$ cat src/rtl/pio_bridge_pkg.sv
package pio_bridge_pkg;

  typedef enum logic [2:0] {
    ST_IDLE,
    ST_ACT,
    ST_REC,
    ST_GAP,
    ST_RESP
  } phase_e;

  localparam int NCH = 2;

  // Data port address of each channel; index = channel number.
  function automatic logic [15:0] port_addr(input int ch);
    return (ch == 0) ? 16'h01F0 : 16'h0170;
  endfunction

endpackage

$ cat src/rtl/pio_port_decode.sv
module pio_port_decode
  import pio_bridge_pkg::*;
#(
  parameter int AW  = 16,
  parameter int CHW = 1
) (
  input  logic [AW-1:0]  addr,
  output logic           hit,
  output logic [CHW-1:0] ch_idx
);

  logic [NCH-1:0] sel;

  for (genvar i = 0; i < NCH; i++) begin : g_chan
    assign sel[i] = (addr == AW'(port_addr(i)));
  end

  assign hit = |sel;

  always_comb begin
    ch_idx = '0;
    for (int i = 0; i < NCH; i++) begin
      if (sel[i]) ch_idx = CHW'(i);
    end
  end

endmodule

$ cat src/rtl/pio_cycle_timer.sv
module pio_cycle_timer #(
  parameter int CW = 4
) (
  input  logic          clk,
  input  logic          rst_n,
  input  logic          load,
  input  logic [CW-1:0] load_val,
  output logic          done
);

  logic [CW-1:0] cnt;

  always_ff @(posedge clk or negedge rst_n) begin
    if (!rst_n)          cnt <= '0;
    else if (load)       cnt <= load_val;
    else if (cnt != '0)  cnt <= cnt - 1'b1;
  end

  assign done = (cnt == '0);

  // The timer can only leave its expired state through a load.
  p_reload_only_r6: assert property (@(posedge clk) disable iff (!rst_n)
    $fell(done) |-> $past(load));

endmodule

$ cat src/rtl/pio_read_stage.sv
module pio_read_stage #(
  parameter int DW = 16
) (
  input  logic          clk,
  input  logic          rst_n,
  input  logic          clear,
  input  logic          capture,
  input  logic          upper,
  input  logic [DW-1:0] din,
  output logic [2*DW-1:0] word
);

  always_ff @(posedge clk or negedge rst_n) begin
    if (!rst_n) begin
      word <= '0;
    end else if (clear) begin
      word <= '0;
    end else if (capture) begin
      if (upper) word[2*DW-1:DW] <= din;
      else       word[DW-1:0]    <= din;
    end
  end

  // The high half is written only by a second-half capture.
  p_upper_only_second_r4: assert property (@(posedge clk) disable iff (!rst_n)
    (!clear && !(capture && upper)) |=> $stable(word[2*DW-1:DW]));

endmodule

$ cat src/rtl/pio_dword_bridge.sv
module pio_dword_bridge
  import pio_bridge_pkg::*;
#(
  parameter int AW       = 16,
  parameter int DW       = 16,
  parameter int CW       = 4,
  parameter int GAP_CLKS = 2
) (
  input  logic            clk,
  input  logic            rst_n,
  input  logic            req_valid,
  output logic            req_ready,
  input  logic            req_write,
  input  logic [AW-1:0]   req_addr,
  input  logic [2*DW-1:0] req_wdata,
  output logic            rsp_valid,
  input  logic            rsp_ready,
  output logic [2*DW-1:0] rsp_rdata,
  input  logic            cfg_dword_en,
  input  logic            cfg_enhanced,
  input  logic [CW-1:0]   cfg_active_clks,
  input  logic [CW-1:0]   cfg_recovery_clks,
  output logic [NCH-1:0]  dev_cs_n,
  output logic            dev_rd_n,
  output logic            dev_wr_n,
  output logic [DW-1:0]   dev_dout,
  output logic            dev_doe,
  input  logic [DW-1:0]   dev_din
);

  localparam int HW  = 2 * DW;
  localparam int CHW = (NCH > 1) ? $clog2(NCH) : 1;
  localparam logic [CW-1:0] GAP_LOAD = CW'(GAP_CLKS - 1);

  function automatic logic [CW-1:0] span(input logic [CW-1:0] v);
    return (v == '0) ? '0 : v - 1'b1;
  endfunction

  phase_e          st, st_n;
  logic            wr_q, dword_q, enh_q, half_q;
  logic [CHW-1:0]  ch_q;
  logic [HW-1:0]   wdata_q;
  logic [CW-1:0]   act_q, rec_q;

  logic            hit_d;
  logic [CHW-1:0]  ch_d;
  logic            accept;
  logic            tmr_load, tmr_done, cap;
  logic [CW-1:0]   tmr_val;
  logic            in_cyc;

  pio_port_decode #(.AW(AW), .CHW(CHW)) u_decode (
    .addr   (req_addr),
    .hit    (hit_d),
    .ch_idx (ch_d)
  );

  pio_cycle_timer #(.CW(CW)) u_timer (
    .clk      (clk),
    .rst_n    (rst_n),
    .load     (tmr_load),
    .load_val (tmr_val),
    .done     (tmr_done)
  );

  assign req_ready = (st == ST_IDLE);
  assign accept    = req_valid && req_ready;

  always_comb begin
    st_n     = st;
    tmr_load = 1'b0;
    tmr_val  = '0;
    cap      = 1'b0;
    unique case (st)
      ST_IDLE: if (accept) begin
        if (hit_d) begin
          st_n     = ST_ACT;
          tmr_load = 1'b1;
          tmr_val  = span(cfg_active_clks);
        end else begin
          st_n = ST_RESP;
        end
      end
      ST_ACT: if (tmr_done) begin
        cap      = 1'b1;
        st_n     = ST_REC;
        tmr_load = 1'b1;
        tmr_val  = span(rec_q);
      end
      ST_REC: if (tmr_done) begin
        if (!half_q && dword_q) begin
          tmr_load = 1'b1;
          if (enh_q) begin
            st_n    = ST_ACT;
            tmr_val = span(act_q);
          end else begin
            st_n    = ST_GAP;
            tmr_val = GAP_LOAD;
          end
        end else begin
          st_n = ST_RESP;
        end
      end
      ST_GAP: if (tmr_done) begin
        st_n     = ST_ACT;
        tmr_load = 1'b1;
        tmr_val  = span(act_q);
      end
      ST_RESP: if (rsp_ready) st_n = ST_IDLE;
      default: st_n = ST_IDLE;
    endcase
  end

  always_ff @(posedge clk or negedge rst_n) begin
    if (!rst_n) begin
      st      <= ST_IDLE;
      wr_q    <= 1'b0;
      dword_q <= 1'b0;
      enh_q   <= 1'b0;
      half_q  <= 1'b0;
      ch_q    <= '0;
      wdata_q <= '0;
      act_q   <= '0;
      rec_q   <= '0;
    end else begin
      st <= st_n;
      if (accept) begin
        wr_q    <= req_write;
        dword_q <= cfg_dword_en;
        enh_q   <= cfg_enhanced;
        half_q  <= 1'b0;
        ch_q    <= ch_d;
        wdata_q <= req_wdata;
        act_q   <= cfg_active_clks;
        rec_q   <= cfg_recovery_clks;
      end else if ((st == ST_REC || st == ST_GAP) && st_n == ST_ACT) begin
        half_q <= 1'b1;
      end
    end
  end

  pio_read_stage #(.DW(DW)) u_stage (
    .clk     (clk),
    .rst_n   (rst_n),
    .clear   (accept),
    .capture (cap && !wr_q),
    .upper   (half_q),
    .din     (dev_din),
    .word    (rsp_rdata)
  );

  assign in_cyc = (st == ST_ACT) || (st == ST_REC);

  for (genvar i = 0; i < NCH; i++) begin : g_cs
    assign dev_cs_n[i] = !(in_cyc && ch_q == CHW'(i));
  end

  assign dev_rd_n  = !(st == ST_ACT && !wr_q);
  assign dev_wr_n  = !(st == ST_ACT && wr_q);
  assign dev_doe   = in_cyc && wr_q;
  assign dev_dout  = half_q ? wdata_q[HW-1:DW] : wdata_q[DW-1:0];
  assign rsp_valid = (st == ST_RESP);

  // Assertion support: run of clocks with every chip select high.
  logic       cs_act, cs_act_d;
  logic [3:0] idle_run;
  assign cs_act = !(&dev_cs_n);

  always_ff @(posedge clk or negedge rst_n) begin
    if (!rst_n) begin
      cs_act_d <= 1'b0;
      idle_run <= 4'hF;
    end else begin
      cs_act_d <= cs_act;
      if (cs_act)              idle_run <= '0;
      else if (idle_run != 4'hF) idle_run <= idle_run + 1'b1;
    end
  end

  p_cs_onehot_r1: assert property (@(posedge clk) disable iff (!rst_n)
    $onehot0(~dev_cs_n));

  p_strobe_needs_cs_r6: assert property (@(posedge clk) disable iff (!rst_n)
    (!dev_rd_n || !dev_wr_n) |-> cs_act);

  p_no_accept_in_cycle_r9: assert property (@(posedge clk) disable iff (!rst_n)
    cs_act |-> !req_ready);

  p_rsp_hold_r10: assert property (@(posedge clk) disable iff (!rst_n)
    (rsp_valid && !rsp_ready) |=> (rsp_valid && $stable(rsp_rdata) && !req_ready));

  p_wdata_stable_r11: assert property (@(posedge clk) disable iff (!rst_n)
    (!dev_wr_n && $past(!dev_wr_n)) |-> $stable(dev_dout));

  p_compat_gap_r7: assert property (@(posedge clk) disable iff (!rst_n)
    (cs_act && !cs_act_d && half_q && !enh_q) |-> (idle_run >= 4'(GAP_CLKS)));

  p_enh_continuous_r8: assert property (@(posedge clk) disable iff (!rst_n)
    (st == ST_REC && tmr_done && !half_q && dword_q && enh_q) |=> (cs_act && (!dev_rd_n || !dev_wr_n)));

endmodule

$ cat config.mk
export PLATFORM = sky130hd
export DESIGN_NAME = pio_dword_bridge
export DESIGN_NICKNAME = d
export VERILOG_FILES = /design/src/rtl/pio_bridge_pkg.sv /design/src/rtl/pio_port_decode.sv /design/src/rtl/pio_cycle_timer.sv /design/src/rtl/pio_read_stage.sv /design/src/rtl/pio_dword_bridge.sv
export SDC_FILE = /design/constraint.sdc
export NUM_CORES = 1
export LEC_CHECK = 0
export ABC_AREA = 0
export ABC_CLOCK_PERIOD_IN_PS = 2000
export CORE_MARGIN = 2
export CORE_UTILIZATION = 30
export CTS_CLUSTER_SIZE = 8
export DETAILED_ROUTE_END_ITERATION = 12
export GPL_ROUTABILITY_DRIVEN = 0
export MAX_ROUTING_LAYER = met4
export PLACE_DENSITY = 0.61
export SLEW_MARGIN = 20
export SYNTH_ARGS = -nofsm -noshare
export SYNTH_HDL_FRONTEND = slang
export SYNTH_SLANG_ARGS = --single-unit
$ cat constraint.sdc
create_clock -name clk -period 2 [get_ports clk]
set_input_delay 0.2 -clock clk [delete_from_list [all_inputs] [get_ports clk]]
set_output_delay 0.2 -clock clk [all_outputs]
set_load 0.02 [all_outputs]
==> flow_summary.ini <==
[route]
drt-initial-drc-count = 134
drtAntennaViolNets = 0
wl_per_cell_um = 14.4
drc = 0
firstDrtPassIters = 4
wl_um = 10700
via_per_inst = 4.63
vias = 3446

[worst_setup_path]
critPathMaxStageDelay_ps = 370
cp_max_fo = 12
crit_path_end_kind = output port
cp_slowest_cell = dfrtp_1
critical_path_required_ps = 1800
worstReg2RegStart = st[2]$_DFF_PN0_
setup.worst_path.class = reg -> out
start_kind = flop
arrival_ps = 1720
setup.worst_path.start = st[1]$_DFF_PN0_
path_cells = buf_4 -> xnor2_2 -> or3_1 -> dlygate4sd2_1

[power_and_ir_drop]
power_frac_seq_pct = 37.8
p_int_mw = 4.20
power_density_mw_per_mm2 = 1110
ir_worst_vdd_mv = 0.669
swShare_pct = 37.3
p_clk_share_pct = 23.2
power.switching_mw = 2.49
leakage_nw = 2.87
combPwrFrac_pct = 39.0

[die]
die_h_um = 121
core-area_sq_mm = 0.0133
die_area_sq_mm = 0.0147
start_util_pct = 31.0
rows = 42
fp.dieW_um = 121
pin_count = 134

[clocking]
root_buffer = clkbuf_16
cts_tree = yes
clk_pin_slew_worst_paths_ps = 60
cts-buffers-inserted = 9
cts_sinks = 84
worstSkewPairLatency_ps = 340
cts_buffer_depth = 2
htree_levels = 3

[place]
dp.cells = 727
dp_hpwl_um = 7820
post_dp_cell_area_sq_mm = 0.00577
port_buffers = 133

[sta]
slew-limit-headroom_pct = 70.4
rsz0062_at_grt = no
setup_viol = 0
finClkSkew_ps = 10.3
max_slew.worst_pin.slew_ps = 445
finalCriticalPeriod_ps = 1920
hold_violations = 0
drv_slew = 0
fmax_ghz = 0.521
fin_crit_sh_pct = 96.0
tns_ps = 0

[synthesis]
synthArstFlopShare_pct = 100
synth_common_cells = nand2_1, dfrtp_1, mux2i_1, nor2_1, mux2_2
synth.area.top_cells = dfrtp_1, nand2_1, mux2i_1
synth_ff_type = dfrtp_1
synth_warnings = 0
netlist_area_sq_mm = 0.00412
ys_ff_latch = 84
syn_inst = 419
syn_nets = 506
syn_avg_cell_area_sq_um = 9.82
seq_area_frac_synth_pct = 51.1
synth_top_area_share_pct = 51.1
synth.most_common_cell = nand2_1
synth_top_area_cell = dfrtp_1
synth-edff-count = 0
synth_cell_type_count = 45

[hold_path]
hp-class = in -> async

[run_status]
outcome = complete, no violations

[global_route]
grt_use_total_pct = 15.8
first_global_vias = 3563
grt_max_degree = 44
grt_pass1_wl_um = 17600
gr-total-overflow = 0
antenna_found_initial = 0

[cells_and_area]
drive_above_1_share_pct = 13.7
stdcell_count = 744
nets = 650
n_antenna_cell = 0
area_growth_pct = 47.0
design_area_sq_mm = 0.00605

[flow_run]
cap_violations = 0
[final timing paths]
path | slack, ps | to | cells after the start
setup / recovery | 80 | dev_cs_n[0] | 4
max in group asynchronous | 1070 | u_stage.word[2]$_DFFE_PN0P_ | 3
hold reg to reg | 470 | wdata_q[16]$_DFFE_PN0P_ | 2
hold / removal | 350 | wdata_q[12]$_DFFE_PN0P_ | 2
setup reg to reg | 120 | u_stage.word[11]$_DFFE_PN0P_ | 5
min in group clk | 380 | wdata_q[27]$_DFFE_PN0P_ | 3
[sequential cells by signal, summed over array words and instances (netlist names)]
name / cells
enh_q: 1
half_q: 1
wdata_q: 32
dword_q: 1
wr_q: 1
u_stage.word: 32
act_q: 4
st: 3
u_timer.cnt: 4
ch_q: 1
rec_q: 4
[layer usage]
metal | global-route usage (%) | share of wire (%) | vias to the layer above | wire (um)
li1 | - | - | 1695 | -
met1 | 19.9 | 46 | 1639 | 4980
met2 | 25.1 | 47 | 101 | 5060
met3 | 3.81 | 5.2 | 11 | 559
met4 | 4.87 | 1.2 | 0 | 125
met5 | - | 0 | - | 0
[stage by stage]
step / util, % / worst slack, ps / hold WS [ps] / total power [mW]
floorplan: - / -66.2 / -95.6 / 4.22
global placement: 43.4 / 66.7 / 177 / 5.24
CTS: 45.4 / 8.43 / 361 / 6.76
finish: 45.5 / 79.8 / 352 / 6.69
global route: 45.5 / 0.986 / 382 / 7.21
detailed placement: 43.4 / -4.05 / 177 / 5.30
[placed cells by master (no fill, tap or decap), drive strengths merged, types with 3 or more instances in the layout]
| cell | synthesis | final |
|---|---|---|
| inv | 10 | 12 |
| dlygate4sd2 | 0 | 21 |
| ha | 8 | 8 |
| clkinv | 0 | 4 |
| a21oi | 4 | 4 |
| nor4b | 3 | 3 |
| nor3b | 8 | 8 |
| mux2i | 34 | 34 |
| mux2 | 18 | 18 |
| clkdlybuf4s50 | 0 | 109 |
| nand2b | 4 | 4 |
| nor2 | 39 | 39 |
| nand2 | 125 | 125 |
| o22ai | 5 | 5 |
| clkbuf | 13 | 9 |
| o21ai | 10 | 10 |
| nor3 | 10 | 10 |
| buf | 8 | 21 |
| nor2b | 3 | 3 |
| dfrtp | 84 | 84 |
[worst max-delay path: cells and delay by family (launching register included)]
kind                   cells  cell delay (ps)
AND/OR/NAND/NOR            1              330
buffers and inverters      2              510
XOR/XNOR                   1              160
flip-flops                 1              370
[power groups by stage]
stage | clock network [mW] | registers (mW) | logic [mW]
detailed placement | 0 | 2.55 | 2.74
floorplan | 0 | 2.46 | 1.77
finish | 1.55 | 2.53 | 2.61
global placement | 0 | 2.53 | 2.71
global route | 1.67 | 2.60 | 2.94
CTS | 1.60 | 2.53 | 2.63
[cell families (layout without fill, tap and decap cells)]
family	Yosys count	in the layout	share of synthesized area, %
buffers and inverters	31	180	4.04
flip-flops	84	84	51.1
AND/OR/NAND/NOR	208	208	23.3
multiplexers	52	52	13.2
XOR/XNOR	4	4	0.851
adder cells (fa/ha/maj)	8	8	2.43
AO/OA/AOI/OAI	32	32	5.11
[layout make-up]
cell class	count	area, sq um
clock inverter	7	48.8
clock buffer	9	225
fill	1303	7240
multi-input combinational	304	1890
inverter	10	37.5
sequential	84	2100
tap	176	220
timing repair buffer	154	1530
[what timing repair did]
item	4_1_cts	5_1_grt
endpoints found under the hold margin	31	0
buffers inserted	0	0
hold buffers	1	0
gates resized for setup	24	4
setup endpoints to repair	24	20
No activity file was read; power rests on OpenSTA's default activity.
